File: config.mk
export PLATFORM = sky130hd
export DESIGN_NAME = svcreq_hold_ctrl
export DESIGN_NICKNAME = d
export VERILOG_FILES = /design/src/rtl/svc_pkg.sv /design/src/rtl/svc_addr_match.sv /design/src/rtl/svc_event_decode.sv /design/src/rtl/svc_flag_core.sv /design/src/rtl/svcreq_hold_ctrl.sv
export SDC_FILE = /design/constraint.sdc
export NUM_CORES = 1
export LEC_CHECK = 0
export BUFFER_PORTS_ARGS = -buffer_cell sky130_fd_sc_hd__buf_4
export CAP_MARGIN = 5
export CORE_ASPECT_RATIO = 1.1
export CORE_MARGIN = 5
export CORE_UTILIZATION = 37
export DETAILED_ROUTE_END_ITERATION = 8
export PLACE_DENSITY = 0.78
export SKIP_LAST_GASP = 1
export SLEW_MARGIN = 25
export SYNTH_ARGS = -nofsm -noshare
export SYNTH_HDL_FRONTEND = slang
export SYNTH_SLANG_ARGS = --single-unit
export TNS_END_PERCENT = 30
File: constraint.sdc
create_clock -name clk -period 1.6 [get_ports clk]
set_input_delay 0.24 -clock clk [delete_from_list [all_inputs] [get_ports clk]]
set_output_delay 0.24 -clock clk [all_outputs]
set_load 0.005 [all_outputs]
File: src/rtl/svc_pkg.sv
package svc_pkg;

    typedef enum logic [1:0] {
        MODE_SLV_RX = 2'b00,
        MODE_SLV_TX = 2'b01,
        MODE_MST_RX = 2'b10,
        MODE_MST_TX = 2'b11
    } mode_e;

    typedef struct packed {
        logic enable;
        logic ifrst;
        logic ack_late;
        logic early_wait;
        logic free_fmt;
    } cfg_t;

    typedef struct packed {
        logic addr_done;
        logic tx_done;
        logic fall8;
        logic ack_fall;
        logic arb_lost;
        logic byte_rx;
    } ev_t;

    typedef struct packed {
        logic set;
        logic arm_wait;
        logic release_scl;
    } setreq_t;

    function automatic logic mode_is_master(mode_e m);
        return m[1];
    endfunction

    function automatic logic cfg_kill(cfg_t c);
        return !c.enable || c.ifrst;
    endfunction

endpackage

File: src/rtl/svc_addr_match.sv
module svc_addr_match #(
    parameter int ADDR_W  = 7,
    parameter int NUM_OWN = 3
) (
    input  logic                      clk,
    input  logic                      rst,
    input  logic                      kill,
    input  logic                      addr_done,
    input  logic [ADDR_W-1:0]         rx_addr,
    input  logic [NUM_OWN*ADDR_W-1:0] own_flat,
    output logic                      own_hit_now,
    output logic                      gc_hit_now,
    output logic                      own_hit_q,
    output logic                      gc_hit_q
);
    logic [NUM_OWN-1:0] hit_vec;

    for (genvar i = 0; i < NUM_OWN; i++) begin : g_cmp
        assign hit_vec[i] = (rx_addr == own_flat[i*ADDR_W +: ADDR_W]);
    end

    assign own_hit_now = |hit_vec;
    assign gc_hit_now  = (rx_addr == '0);

    always_ff @(posedge clk) begin
        if (rst || kill) begin
            own_hit_q <= 1'b0;
            gc_hit_q  <= 1'b0;
        end else begin
            own_hit_q <= addr_done && own_hit_now;
            gc_hit_q  <= addr_done && gc_hit_now;
        end
    end
endmodule

File: src/rtl/svc_event_decode.sv
module svc_event_decode
    import svc_pkg::*;
(
    input  cfg_t        cfg,
    input  ev_t         ev,
    input  logic [1:0]  mode,
    input  logic        own_hit,
    input  logic        gc_hit,
    output setreq_t     sr
);
    mode_e m;
    logic  master;
    logic  any_hit;
    logic  addr_set;
    logic  rx_point;
    logic  rx_set;
    logic  ew_set;

    always_comb begin
        m        = mode_e'(mode);
        master   = mode_is_master(m);
        any_hit  = own_hit || gc_hit;
        addr_set = ev.addr_done &&
                   (master || (m == MODE_SLV_RX && (cfg.free_fmt || any_hit)));
        rx_point = cfg.ack_late ? ev.ack_fall : ev.fall8;
        rx_set   = ev.byte_rx && rx_point;
        ew_set   = ev.byte_rx && cfg.early_wait && ev.fall8;

        sr.set         = addr_set || ev.tx_done || rx_set || ew_set;
        sr.arm_wait    = ew_set;
        sr.release_scl = master && ev.arb_lost && !cfg.free_fmt && !any_hit &&
                         (ev.addr_done || ev.tx_done);
    end
endmodule

File: src/rtl/svc_flag_core.sv
module svc_flag_core
    import svc_pkg::*;
(
    input  logic    clk,
    input  logic    rst,
    input  logic    kill,
    input  setreq_t sr,
    input  logic    wr_data,
    input  logic    wr_ctrl,
    input  logic    early_wait,
    output logic    req_n,
    output logic    irq_pulse,
    output logic    scl_hold
);
    logic req_q;
    logic wait_q;
    logic rel_q;
    logic irq_q;

    always_ff @(posedge clk) begin
        if (rst || kill) begin
            req_q  <= 1'b1;
            wait_q <= 1'b0;
            rel_q  <= 1'b0;
            irq_q  <= 1'b0;
        end else begin
            irq_q <= sr.set && req_q;
            if (sr.set) begin
                req_q <= 1'b0;
                rel_q <= sr.release_scl;
                if (sr.arm_wait) begin
                    wait_q <= 1'b1;
                end
            end else if (wr_data) begin
                req_q <= 1'b1;
                rel_q <= 1'b0;
            end else if (wr_ctrl && early_wait && wait_q) begin
                req_q  <= 1'b1;
                wait_q <= 1'b0;
                rel_q  <= 1'b0;
            end
        end
    end

    assign req_n     = req_q;
    assign irq_pulse = irq_q;
    assign scl_hold  = !req_q && !rel_q;
endmodule

File: src/rtl/svcreq_hold_ctrl.sv
module svcreq_hold_ctrl
    import svc_pkg::*;
#(
    parameter int ADDR_W  = 7,
    parameter int NUM_OWN = 3
) (
    input  logic                      clk,
    input  logic                      rst,
    input  logic                      cfg_enable,
    input  logic                      cfg_ifrst,
    input  logic                      cfg_ack_late,
    input  logic                      cfg_early_wait,
    input  logic                      cfg_free_fmt,
    input  logic [1:0]                mode_sel,
    input  logic                      ev_addr_done,
    input  logic                      ev_tx_done,
    input  logic                      ev_fall8,
    input  logic                      ev_ack_fall,
    input  logic                      ev_arb_lost,
    input  logic                      byte_rx,
    input  logic [ADDR_W-1:0]         rx_addr,
    input  logic [NUM_OWN*ADDR_W-1:0] own_addr_flat,
    input  logic                      wr_data,
    input  logic                      wr_ctrl,
    output logic                      req_n,
    output logic                      irq_pulse,
    output logic                      scl_hold,
    output logic                      addr_hit,
    output logic                      gc_hit
);
    cfg_t    cfg;
    ev_t     ev;
    setreq_t sr;
    logic    kill;
    logic    own_now;
    logic    gc_now;

    always_comb begin
        cfg.enable     = cfg_enable;
        cfg.ifrst      = cfg_ifrst;
        cfg.ack_late   = cfg_ack_late;
        cfg.early_wait = cfg_early_wait;
        cfg.free_fmt   = cfg_free_fmt;
        ev.addr_done   = ev_addr_done;
        ev.tx_done     = ev_tx_done;
        ev.fall8       = ev_fall8;
        ev.ack_fall    = ev_ack_fall;
        ev.arb_lost    = ev_arb_lost;
        ev.byte_rx     = byte_rx;
        kill           = cfg_kill(cfg);
    end

    svc_addr_match #(.ADDR_W(ADDR_W), .NUM_OWN(NUM_OWN)) u_match (
        .clk        (clk),
        .rst        (rst),
        .kill       (kill),
        .addr_done  (ev_addr_done),
        .rx_addr    (rx_addr),
        .own_flat   (own_addr_flat),
        .own_hit_now(own_now),
        .gc_hit_now (gc_now),
        .own_hit_q  (addr_hit),
        .gc_hit_q   (gc_hit)
    );

    svc_event_decode u_dec (
        .cfg    (cfg),
        .ev     (ev),
        .mode   (mode_sel),
        .own_hit(own_now),
        .gc_hit (gc_now),
        .sr     (sr)
    );

    svc_flag_core u_core (
        .clk       (clk),
        .rst       (rst),
        .kill      (kill),
        .sr        (sr),
        .wr_data   (wr_data),
        .wr_ctrl   (wr_ctrl),
        .early_wait(cfg_early_wait),
        .req_n     (req_n),
        .irq_pulse (irq_pulse),
        .scl_hold  (scl_hold)
    );
endmodule

==> metrics.md, run 1 <==
| Metric | Value |
|---|---|
| Leading post-synthesis cells by cell area | dfxtp_1, xnor2_1, xor2_1 |
| EDFF count, synth | 0 |
| Seq/Total Area, Yosys | 20.8% |
| Layout area overhead | 77.7% |
| Worst vdd ir | 0.000267 V |
| Cts hold-fix bufs | 0 |
| N_diodes | 0 |
| Yosys warnings | 0 |
| PortBufs | 49 |
| Rows | 15 |
| Pin count of the biggest net entering global routing | 8 |
| Worst Skew | 8.59 ps |
| Clock buffer depth | 2 |
| Post-Syn Instances | 65 |
| Critical Path End | u_core.wait_q |
| Met1 Use GR | 17.0% |
| Max-Cap Viols | 0 |
| Syn nets | 110 |
| Yosys reg bits | 6 |
| Height of the die | 51.5 um |
| Max-slew violations | 0 |
| Worst-path clk slew | 40 ps |
| Tmin final | 1380 ps |
| GRT Util Overall | 17.2% |
| Drt initial violations | 9 |
| Met2 Use GR | 33.5% |
| Initial antenna violation count | 0 |
| DRT Wirelength | 1960 um |
| Total power draw | 0.000495 W |
| Hold Fails Final Rpt | 0 |
| Clock sinks | 6 |
| Synth async-reset ratio | 0% |
| Kind of critical path | in -> reg |
| Post-CTS Resized | 0 |
| Clk Latency, worst-skew pair | 250 ps |
| Yosys top cell by area | dfxtp_1 |
| Starting density of the core | 38.0% |
| Synth top cells by count | xnor2_1, xor2_1, dfxtp_1 |
| CTS Buf Count | 3 |
| Synth unique cells | 27 |
| Root buffer cell | clkbuf_4 |
| Count leader, synth | xnor2_1 |
| Antenna Nets Post-Route | 0 |
| Rel. slew slack | 74.3% |
| WP buf/inv | 2 |
| DP HPWL | 1790 um |
| Status | finished, final reports clean |
| Worst slew pin tran | 383 ps |
| Period utilization | 86.5% |
| Main synth FF type | dfxtp_1 |
| Worst reg2reg startpoint | u_core.wait_q |
| Worst hold stages | 2 |
| Critical path depth | 6 |
| Lkg Pwr | 0.462 nW |
| Cell Pwr Density | 482 nW/um2 |
| Place WS | -65.6 ps |
| CP Cell Sequence | buf_4 > or4_4 > nor4_4 > nor4b_2 > buf_4 > a31oi_1 |
| Setup crit end kind | flop |
| RSZ-0062 raised after global routing | false |
| Fmax | 723 MHz |
| Via Count | 732 |
| First-pass GRT wire length | 3140 um |
| Reg2reg setup slack | 480 ps |
| Number of global-route vias before repair | 794 |
| Total Neg Setup Slack | 0 ps |
| CP required | 1760 ps |
| Share of layout cells above drive strength 1 | 52.5% |
| TritonCTS clock tree | built |
| Critical Path Max Stage Delay | 540 ps |
| Core Region | 1520 um2 |
| DIE AREA | 2450 um2 |
| Hold Crit Class | in -> reg |
| Met3 Resource Use GR | 5.28% |
| I/O Pins | 50 |
| CTS HTree Levels | 1 |
| Post-CTS setup buffer count | 0 |
| CP dominant cell by count | buf_4 |
| GRT busiest layer | met2 |
| Die width | 47.7 um |
| Cell area after synthesis | 578 um2 |
| GP Congestion | 0.759 |
| Slack of the critical path | 216 ps |
| Post-Syn Area per Cell | 8.89 um2 |
| Residual DRC | 0 |
| Setup crit start | rx_addr[5] |
| Worst setup SP type | primary input |
| Crit path max fanout | 3 |
| Reg2reg end | u_core.req_n |
| Top cell family by delay on the critical path | simple AND/OR/NAND/NOR gates |
| TritonRoute pass-1 iters | 4 |
| Worst R2R Path Depth | 4 |
| Vias per cell | 5.27 |
| Grt ovf | 0 |
| Post-synth top area share | 20.8% |
| Final Setup Violations | 0 |
| Nets | 169 |
| Max stage delay cell, worst path | or4_4 |
| Avg WL per Cell | 14.1 um |
| Crit path arrival time | 1540 ps |
[worst register-to-register path: stages, from the launching register on]
cell      delay (ps)
dfxtp_1          320
a31oi_1          270
nor2b_1          210
nand2b_1         120
o221ai_1          90
[state kept, by name, summed over array words and instances, names as in the netlist]
signal	cells
u_core.req_n	1
u_match.gc_hit_q	1
u_core.irq_pulse	1
u_core.wait_q	1
u_core.rel_q	1
u_match.own_hit_q	1
[logic make-up after synthesis]
group	share of synthesized area [%]
buffers and inverters	0.649
AND/OR/NAND/NOR	30.5
AO/OA/AOI/OAI	16.2
flip-flops	20.8
XOR/XNOR	31.8
[worst min-delay path by stage]
stage / from / endpoint / slack [ps]
5_1_grt: ev_addr_done / u_match.own_hit_q / 260
2_1_floorplan: ev_addr_done / u_match.gc_hit_q / 390
3_5_place_dp: u_core.req_n / u_core.irq_pulse / 470
3_3_place_gp: u_core.req_n / u_core.irq_pulse / 470
6_report: ev_addr_done / u_match.own_hit_q / 270
4_1_cts: ev_addr_done / u_match.own_hit_q / 260
[cells in the final DEF (no fill, tap or decap), types with 2 or more instances in the layout]
cell type,instances
nand2_1,2
nand2b_1,2
nand3_1,4
a31oi_1,3
buf_4,54
nor3_1,2
a31o_2,2
xor2_1,9
and3_1,2
clkbuf_4,3
dfxtp_1,6
nor4_1,3
xnor2_1,12
nand4_1,3
[cell type report]
class / instances / area [um2]
Fill cell: 149 / 493
Timing Repair Buffer: 54 / 405
Sequential cell: 6 / 120
Clock buffer: 3 / 22.5
Inverter: 1 / 3.75
Multi-Input combinational cell: 58 / 454
Tap cell: 17 / 21.3
[power by group]
part	leakage [nW]	internal (W)	switching, W
registers	0.0486	0.000153	0.00000166
clock network	0.0138	0.0000850	0.0000572
logic	0.399	0.000123	0.0000757
[layer usage]
layer | wire length, um | vias to the layer above | share of wire [%]
li1 | - | 362 | -
met1 | 647 | 321 | 33
met2 | 1010 | 49 | 51
met3 | 304 | 0 | 16
met4 | 0 | 0 | 0
met5 | 0 | - | 0
[stage by stage]
step	util (%)	area (um2)	hold WS [ps]	cells
after floorplan	-	578	386	65
after global placement	66.1	1000	473	136
after detailed placement	66.1	1000	467	136
after CTS	67.6	1030	261	139
after global routing	67.6	1030	261	139
final	67.6	1030	267	139
Power figures use the tool's default switching activity.
==> run 2, diff against run 1 <==
--- a/config.mk
+++ b/config.mk
@@ -7,11 +7,13 @@
 export LEC_CHECK = 0
 export BUFFER_PORTS_ARGS = -buffer_cell sky130_fd_sc_hd__buf_4
 export CAP_MARGIN = 5
+export CELL_PAD_IN_SITES_DETAIL_PLACEMENT = 1
+export CELL_PAD_IN_SITES_GLOBAL_PLACEMENT = 2
 export CORE_ASPECT_RATIO = 1.1
 export CORE_MARGIN = 5
-export CORE_UTILIZATION = 37
+export CORE_UTILIZATION = 18
 export DETAILED_ROUTE_END_ITERATION = 8
-export PLACE_DENSITY = 0.78
+export PLACE_DENSITY_LB_ADDON = 0.1
 export SKIP_LAST_GASP = 1
 export SLEW_MARGIN = 25
 export SYNTH_ARGS = -nofsm -noshare
==> metrics.md, run 2 (synthesis gave the netlist of run 1 again) <==
| Metric | Value |
|---|---|
| Status | finished, final reports clean |
| Rel. slew slack | 68.9% |
| GRT Util Overall | 9.98% |
| TritonCTS clock tree | built |
| Met1 Use GR | 9.31% |
| Max-slew violations | 0 |
| Post-CTS Resized | 0 |
| Vias per cell | 4.74 |
| Met3 Resource Use GR | 3.08% |
| Setup crit end kind | flop |
| Core Region | 3070 um2 |
| Post-CTS setup buffer count | 0 |
| Crit path arrival time | 1540 ps |
| Worst setup SP type | primary input |
| GP Congestion | 0.701 |
| Critical hold path startpoint | ev_addr_done |
| Hold slack | 267 ps |
| RSZ-0062 raised after global routing | false |
| First-pass GRT wire length | 3530 um |
| N_diodes | 0 |
| Number of global-route vias before repair | 821 |
| Tmin final | 1420 ps |
| Die width | 64.0 um |
| Worst slew pin tran | 465 ps |
| Place WS | -72.9 ps |
| Reg2reg setup slack | 450 ps |
| Clock sinks | 6 |
| Worst reg2reg startpoint | u_core.wait_q |
| Most frequent cells in the layout | buf_4, xnor2_1, xor2_1 |
| Worst Skew | 3.54 ps |
| Dpl cell area | 1050 um2 |
| Worst vdd ir | 0.000292 V |
| Grt ovf | 0 |
| Commonest non-fill, non-tap cell in the layout | buf_4 |
| Worst hold stages | 2 |
| Worst Hold End | u_match.gc_hit_q |
| Final Setup Violations | 0 |
| Fillers | 390 |
| Lkg Pwr | 0.477 nW |
| Fin area | 1070 um2 |
| Reg2reg end | u_core.req_n |
| DIE AREA | 4450 um2 |
| Hold Fails Final Rpt | 0 |
| Cts hold-fix bufs | 0 |
| Worst R2R Path Depth | 4 |
| Antenna Nets Post-Route | 0 |
| I/O Pins | 50 |
| Slack of the critical path | 182 ps |
| Height of the die | 69.4 um |
| Met2 Use GR | 18.5% |
| Period utilization | 88.6% |
| Clk Latency, worst-skew pair | 250 ps |
| Pin count of the biggest net entering global routing | 8 |
| Worst-path clk slew | 50 ps |
| Starting density of the core | 18.8% |
| Layout area overhead | 85.3% |
| TritonRoute pass-1 iters | 4 |
| Hold Crit Class | in -> reg |
| CP required | 1720 ps |
| Residual DRC | 0 |
| Cell Pwr Density | 466 nW/um2 |
| Max-Cap Viols | 0 |
| DP HPWL | 2090 um |
| Share of layout cells above drive strength 1 | 53.6% |
| Fmax | 705 MHz |
| DRT Wirelength | 2240 um |
| Via Count | 754 |
| Initial antenna violation count | 0 |
| CTS Buf Count | 3 |
| Kind of critical path | in -> reg |
| Crit path max fanout | 4 |
| Total power draw | 0.000499 W |
| Avg WL per Cell | 14.1 um |
| Nets | 172 |
| Root buffer cell | clkbuf_4 |
| GRT busiest layer | met2 |
| Drt initial violations | 8 |
| CTS HTree Levels | 1 |
| Rows | 21 |
| PortBufs | 49 |
| Clock buffer depth | 2 |
## run 2: cell count changes in the layout (fill, tap and decap cells not counted), sizes merged
cell	delta
buf	+3
## run 2: critical path: stages
cell and delay (ps):
buf_4 110, a31o_2 230, a31oi_1 240, nor4b_2 460
buf_4 190, a31oi_1 70
## run 2: layer usage
layer / routed length [um] / vias to the layer above
li1: - / 372
met2: 1230 / 30
met4: 52 / 0
met1: 770 / 347
met5: 0 / -
met3: 184 / 5
## run 2: worst max-delay path by stage
stage / to / slack, ps / cells after the start / from
after floorplan: u_core.rel_q / 150 / 5 / rx_addr[5]
after global placement: u_core.rel_q / -30 / 6 / rx_addr[5]
after detailed placement: u_core.wait_q / -70 / 6 / byte_rx
after CTS: u_core.wait_q / 170 / 6 / byte_rx
after global routing: u_core.wait_q / 80 / 6 / byte_rx
final: u_core.wait_q / 180 / 6 / byte_rx
## run 2: where the power goes
group | switching, W | internal [W] | leakage (nW) | total (W)
registers | 0.00000191 | 0.000153 | 0.0486 | 0.000155
clock network | 0.0000564 | 0.0000850 | 0.0138 | 0.000141
logic | 0.0000766 | 0.000127 | 0.414 | 0.000203
## run 2: cell type report
cell class	count	area [um2]	area share, %
multi-input combinational	58	454	42.4
tap	34	42.5	3.97
clock buffer	3	22.5	2.10
sequential	6	120	11.2
inverter	1	3.75	0.350
timing repair buffer	57	428	40.0
## run 2: through the flow
| stage | util (%) | cells | setup TNS [ps] |
|---|---|---|---|
| after floorplan | - | 65 | 0 |
| after global placement | 34.1 | 156 | -77.5 |
| after detailed placement | 34.1 | 156 | -204 |
| after CTS | 34.8 | 159 | 0 |
| after global routing | 34.8 | 159 | 0 |
| final | 34.8 | 159 | 0 |
